<file path="src/rtl/acc_alu_pkg.sv">
package acc_alu_pkg;

   typedef enum logic [3:0] {
      OP_ADD  = 4'd0,
      OP_ADDC = 4'd1,
      OP_SUBB = 4'd2,
      OP_INC  = 4'd3,
      OP_DEC  = 4'd4,
      OP_CMP  = 4'd5,
      OP_MUL  = 4'd6,
      OP_DIV  = 4'd7,
      OP_DA   = 4'd8,
      OP_AND  = 4'd9,
      OP_OR   = 4'd10,
      OP_XOR  = 4'd11,
      OP_CPL  = 4'd12,
      OP_RL   = 4'd13,
      OP_RR   = 4'd14,
      OP_SWAP = 4'd15
   } alu_op_e;

   localparam int NIB = 4;

endpackage

</file>
<file path="src/rtl/acc_alu_adder.sv">
// Add/subtract with nibble carry and signed overflow detection.
module acc_alu_adder #(
   parameter int W = 8
) (
   input  logic [W-1:0] a,
   input  logic [W-1:0] b,
   input  logic         cin,
   input  logic         sub,
   output logic [W-1:0] sum,
   output logic         c_out,
   output logic         h_out,
   output logic         v_out
);
   import acc_alu_pkg::*;

   logic [W-1:0]   bx;
   logic           ci;
   logic [NIB:0]   lo;
   logic [W-1:0]   mid;
   logic [W:0]     full;

   always_comb begin
      bx   = sub ? ~b : b;
      ci   = sub ? ~cin : cin;
      lo   = {1'b0, a[NIB-1:0]} + {1'b0, bx[NIB-1:0]} + {{NIB{1'b0}}, ci};
      mid  = {1'b0, a[W-2:0]} + {1'b0, bx[W-2:0]} + {{(W-1){1'b0}}, ci};
      full = {1'b0, a} + {1'b0, bx} + {{W{1'b0}}, ci};
      sum  = full[W-1:0];
      // Subtraction reports a borrow, the inverse of the adder carry.
      c_out = sub ? ~full[W] : full[W];
      h_out = sub ? ~lo[NIB] : lo[NIB];
      v_out = full[W] ^ mid[W-1];
   end

endmodule

</file>
<file path="src/rtl/acc_alu_muldiv.sv">
// Unsigned multiply and divide; DIV_IMPL picks the divider structure.
module acc_alu_muldiv #(
   parameter int W        = 8,
   parameter int DIV_IMPL = 1
) (
   input  logic [W-1:0] a,
   input  logic [W-1:0] b,
   output logic [W-1:0] prod_lo,
   output logic [W-1:0] prod_hi,
   output logic [W-1:0] quot,
   output logic [W-1:0] rem
);
   localparam int W2 = 2 * W;

   logic [W2-1:0] prod;
   assign prod    = {{W{1'b0}}, a} * {{W{1'b0}}, b};
   assign prod_lo = prod[W-1:0];
   assign prod_hi = prod[W2-1:W];

   generate
      if (DIV_IMPL == 0) begin : g_div_op
         // A zero divisor yields all-ones quotient and the dividend as remainder.
         assign quot = (b == '0) ? '1 : a / b;
         assign rem  = (b == '0) ? a  : a % b;
      end else begin : g_div_array
         logic [W:0]   part [0:W];
         logic [W-1:0] qbit;
         assign part[0] = '0;
         for (genvar i = 0; i < W; i++) begin : g_step
            logic [W:0] trial;
            logic       ge;
            assign trial        = {part[i][W-1:0], a[W-1-i]};
            assign ge           = trial >= {1'b0, b};
            assign part[i+1]    = ge ? trial - {1'b0, b} : trial;
            assign qbit[W-1-i]  = ge;
         end
         assign quot = qbit;
         assign rem  = part[W][W-1:0];
      end
   endgenerate

endmodule

</file>
<file path="src/rtl/acc_alu_bcd.sv">
// Decimal adjust of a packed BCD sum, applied to lowest and highest nibble.
module acc_alu_bcd #(
   parameter int W = 8
) (
   input  logic [W-1:0] a,
   input  logic         cy_in,
   input  logic         ac_in,
   output logic [W-1:0] res,
   output logic         cy_out
);
   import acc_alu_pkg::*;

   localparam logic [W:0] FIX_LO = (W+1)'(6);
   localparam logic [W:0] FIX_HI = (W+1)'(6) << (W - NIB);

   logic         lo_fix;
   logic [W:0]   step1;
   logic         hi_fix;
   logic [W:0]   step2;

   always_comb begin
      lo_fix = (a[NIB-1:0] > 4'd9) || ac_in;
      step1  = {1'b0, a} + (lo_fix ? FIX_LO : '0);
      hi_fix = (step1[W-1:W-NIB] > 4'd9) || cy_in || step1[W];
      step2  = {1'b0, step1[W-1:0]} + (hi_fix ? FIX_HI : '0);
      res    = step2[W-1:0];
      cy_out = cy_in | step1[W] | step2[W];
   end

endmodule

</file>
<file path="src/rtl/acc_alu.sv">
module acc_alu #(
   parameter int W        = 8,
   parameter int DIV_IMPL = 1
) (
   input  logic [3:0]   op,
   input  logic [W-1:0] opa,
   input  logic [W-1:0] opb,
   input  logic         cy_in,
   input  logic         ac_in,
   input  logic         ov_in,
   output logic [W-1:0] res,
   output logic [W-1:0] res_hi,
   output logic         res_we,
   output logic         cy_out,
   output logic         ac_out,
   output logic         ov_out
);
   import acc_alu_pkg::*;

   localparam int HALF = W / 2;

   generate
      if (W < 8 || (W % NIB) != 0) begin : g_bad_width
         $error("acc_alu: W must be a multiple of 4 and at least 8");
      end
      if (DIV_IMPL != 0 && DIV_IMPL != 1) begin : g_bad_div
         $error("acc_alu: DIV_IMPL must be 0 or 1");
      end
   endgenerate

   alu_op_e opc;
   assign opc = alu_op_e'(op);

   logic          is_sub;
   logic          add_cin;
   logic [W-1:0]  add_sum;
   logic          add_c, add_h, add_v;

   assign is_sub  = (opc == OP_SUBB) || (opc == OP_CMP);
   assign add_cin = (opc == OP_ADDC || opc == OP_SUBB) ? cy_in : 1'b0;

   acc_alu_adder #(.W(W)) u_adder (
      .a     (opa),
      .b     (opb),
      .cin   (add_cin),
      .sub   (is_sub),
      .sum   (add_sum),
      .c_out (add_c),
      .h_out (add_h),
      .v_out (add_v)
   );

   logic [W-1:0] p_lo, p_hi, q, r;

   acc_alu_muldiv #(.W(W), .DIV_IMPL(DIV_IMPL)) u_muldiv (
      .a       (opa),
      .b       (opb),
      .prod_lo (p_lo),
      .prod_hi (p_hi),
      .quot    (q),
      .rem     (r)
   );

   logic [W-1:0] da_res;
   logic         da_cy;

   acc_alu_bcd #(.W(W)) u_bcd (
      .a      (opa),
      .cy_in  (cy_in),
      .ac_in  (ac_in),
      .res    (da_res),
      .cy_out (da_cy)
   );

   always_comb begin
      res    = '0;
      res_hi = '0;
      res_we = 1'b1;
      cy_out = cy_in;
      ac_out = ac_in;
      ov_out = ov_in;
      unique case (opc)
         OP_ADD, OP_ADDC, OP_SUBB: begin
            res    = add_sum;
            cy_out = add_c;
            ac_out = add_h;
            ov_out = add_v;
         end
         OP_INC:  res = opa + W'(1);
         OP_DEC:  res = opa - W'(1);
         OP_CMP: begin
            res_we = 1'b0;
            cy_out = add_c;
         end
         OP_MUL: begin
            res    = p_lo;
            res_hi = p_hi;
            cy_out = 1'b0;
            ov_out = |p_hi;
         end
         OP_DIV: begin
            res    = q;
            res_hi = r;
            cy_out = 1'b0;
            ov_out = (opb == '0);
         end
         OP_DA: begin
            res    = da_res;
            cy_out = da_cy;
         end
         OP_AND:  res = opa & opb;
         OP_OR:   res = opa | opb;
         OP_XOR:  res = opa ^ opb;
         OP_CPL:  res = ~opa;
         OP_RL:   res = {opa[W-2:0], opa[W-1]};
         OP_RR:   res = {opa[0], opa[W-1:1]};
         OP_SWAP: res = {opa[HALF-1:0], opa[W-1:HALF]};
         default: res = '0;
      endcase
   end

endmodule

</file>
<file path="config.mk">
export PLATFORM = sky130hd
export DESIGN_NAME = acc_alu
export DESIGN_NICKNAME = d
export VERILOG_FILES = /design/src/rtl/acc_alu_pkg.sv /design/src/rtl/acc_alu_adder.sv /design/src/rtl/acc_alu_muldiv.sv /design/src/rtl/acc_alu_bcd.sv /design/src/rtl/acc_alu.sv
export SDC_FILE = /design/constraint.sdc
export NUM_CORES = 1
export LEC_CHECK = 0
export BUFFER_PORTS_ARGS = -buffer_cell sky130_fd_sc_hd__buf_2
export CORE_ASPECT_RATIO = 0.75
export CORE_MARGIN = 5
export CORE_UTILIZATION = 46
export DETAILED_ROUTE_END_ITERATION = 6
export PLACE_DENSITY = 0.74
export SYNTH_ARGS = -nofsm -noshare
export SYNTH_HDL_FRONTEND = slang
export SYNTH_SLANG_ARGS = --single-unit
</file>
<file path="constraint.sdc">
create_clock -name vclk -period 24.1
set_clock_uncertainty 0.05 [all_clocks]
set_input_delay 2.41 -clock vclk [all_inputs]
set_output_delay 2.41 -clock vclk [all_outputs]
set_load 0.01 [all_outputs]
</file>
==> flow_summary.yaml <==
outcome:
  outcome: "finished, final reports clean"
route:
  dr.pass1.iters: 5
  ant_nets: 0
  drt_iter0_drc: 787
  routed_wl_um: 23290
  post_drt_wl_per_cell_um: 19.74
  num_vias: 7245
  vias_per_cell: 6.140
  drc: 0
global_route:
  grt_pass1_vias: 6942
  grt_max_degree: 36
  overflow: 0
  grt_usage_pct: 24.77
  antenna_found_initial: 0
  grt_pass1_wl_um: 37610
pwr:
  power_leakage_nw: 3.777
  power.density_mw_per_mm2: 72.59
  vdd_ir_drop_max_mv: 0.05956
cells_and_area:
  drive_gt1_share_pct: 9.846
  syn_to_final_growth_pct: 5.641
  design_area_mm2: 0.007709
  layout_commonest_cell: "ha_1"
  clock_buffers: 0
  final_cell_mix: "ha_1 (134), inv_1 (97), nor2_1 (82)"
  fillers: 1533
  regArea_um2: 0
  fin_util_pct: 49.99
  seq_cells: 0
  antenna_cells: 0
  multi_input_area_mm2: 0.006794
  nets: 1182
timing:
  timing.final.crit_share_pct: 93.26
  hold_violations: 0
  fmax_mhz: 44.49
  period_needed_ns: 22.48
  worstMarginPinSlew_ns: 1.036
  finalMaxSlewViolations: 0
  holdWs_ns: 5.168
  setup_viol: 0
  worst_slack_ns: 1.625
  max-slew-margin-rel_pct: 30.31
setup_path:
  crit_type: "in -> out"
  crit_top_cell: "o21ai_0"
  slowest_stage: "o221ai_1"
  slowest_delay_ns: 0.63
  start_kind: "input pin"
  worstPathRequired_ns: 21.64
  end_kind: "output pin"
  arrival_ns: 20.02
  path_max_fanout: 15
synth:
  synth_adder_area_share_pct: 36.15
  synth-simple-area-share_pct: 18.19
  syn-cell-area_mm2: 0.007297
  netlist.area_leader.share_pct: 22.98
  avgSynthCellArea_um2: 7.657
  synth_area_leaders: "ha_1 (23%), fa_1 (13%), xnor2_1 (5.9%)"
  yosysSeqAreaShare_pct: 0
  netlist_instances: 953
  yosysWarnings: 0
  synth_compound_area_share_pct: 23.37
  syn_nets: 1158
  muxShareOfSynthArea_pct: 7.082
  yosysTopAreaCell: "ha_1"
  synth_top_family_by_area: "adder cells"
  synth_xor_area_share_pct: 8.162
  synth_cell_type_count: 79
die:
  core.rowCount: 39
  die_h_um: 119.1
  start_util_pct: 47.32
  io-pin-count: 43
  dieArea_mm2: 0.01851
  die_w_um: 155.4
  coreArea_mm2: 0.01542
job:
  maxCapViolCount: 0
placement:
  routabilityCongestion: 0.9724
  post-place-ws_ns: 1.686
  portBuffers: 43
  post-dp-hpwl_um: 18730
  dpl-instance-area_mm2: 0.007697
hold_path:
  hp-class: "in -> out"
-- layout make-up --
cell class         count  share of cell area, %
repair buffers        50                  3.473
well taps            205                  3.327
inverters            104                  5.064
multi-input cells    821                  88.14
-- critical path, delay by kind of cell --
| family | cells | cell delay [ns] |
|---|---|---|
| buffers and inverters | 7 | 1.37 |
| and+or+nand+nor | 15 | 2.41 |
| muxes | 6 | 1.99 |
| adders and majority gates | 8 | 2.48 |
| AOI/OAI and AO/OA | 38 | 9.34 |
-- cell families after synthesis --
logic type | Yosys count
buffers and inverters | 132
AND/OR/NAND/NOR | 275
XOR/XNOR | 68
multiplexers | 46
adder cells (fa/ha/maj) | 182
AO/OA/AOI/OAI | 250
-- cells in the mapped netlist, drive strengths merged (21+ instances only) --
| library cell | number |
|---|---|
| nor3 | 22 |
| o21ai | 61 |
| a21oi | 56 |
| mux2i | 22 |
| nand2 | 79 |
| nor2 | 82 |
| xnor2 | 49 |
| inv | 97 |
| clkbuf | 21 |
| mux2 | 23 |
| ha | 134 |
| nor2b | 25 |
| fa | 48 |
-- per-layer routing --
layer	vias to the layer above	global-route usage [%]	part of all wire, %	routed length [um]
met2	408	36.03	40	9418
met1	3366	38.00	46	10650
met5	-	0	0	0
met4	0	3.609	1.7	388
met3	44	5.439	12	2833
li1	3427	-	-	-
-- what timing repair did --
| item | 4_1_cts | 5_1_grt |
|---|---|---|
| setup endpoints to repair | 0 | 9 |
| buffers inserted | 0 | 0 |
| resized for setup | 0 | 1 |
| hold buffers | 0 | 0 |
-- report_power, final --
group          total [mW]  switching (mW)  internal [mW]
Clock                   0               0              0
Combinational       0.560           0.318          0.242
Sequential              0               0              0
-- per-stage QoR --
step | power (mW) | cells | setup TNS [ns]
after detailed placement | 0.5387 | 1180 | 0
after global routing | 0.6172 | 1180 | -0.03301
after global placement | 0.5317 | 1180 | 0
final | 0.5596 | 1180 | 0
after CTS | 0.5429 | 1180 | 0
after floorplan | 0.4245 | 953 | 0
-- worst paths after layout --
check / startpoint / to / slack, ns / cells past startpoint
worst max-delay path: opb[1] / res_hi[1] / 1.62 / 74
worst min-delay path: cy_in / cy_out / 5.17 / 4
No activity file was read; power rests on OpenSTA's default activity.
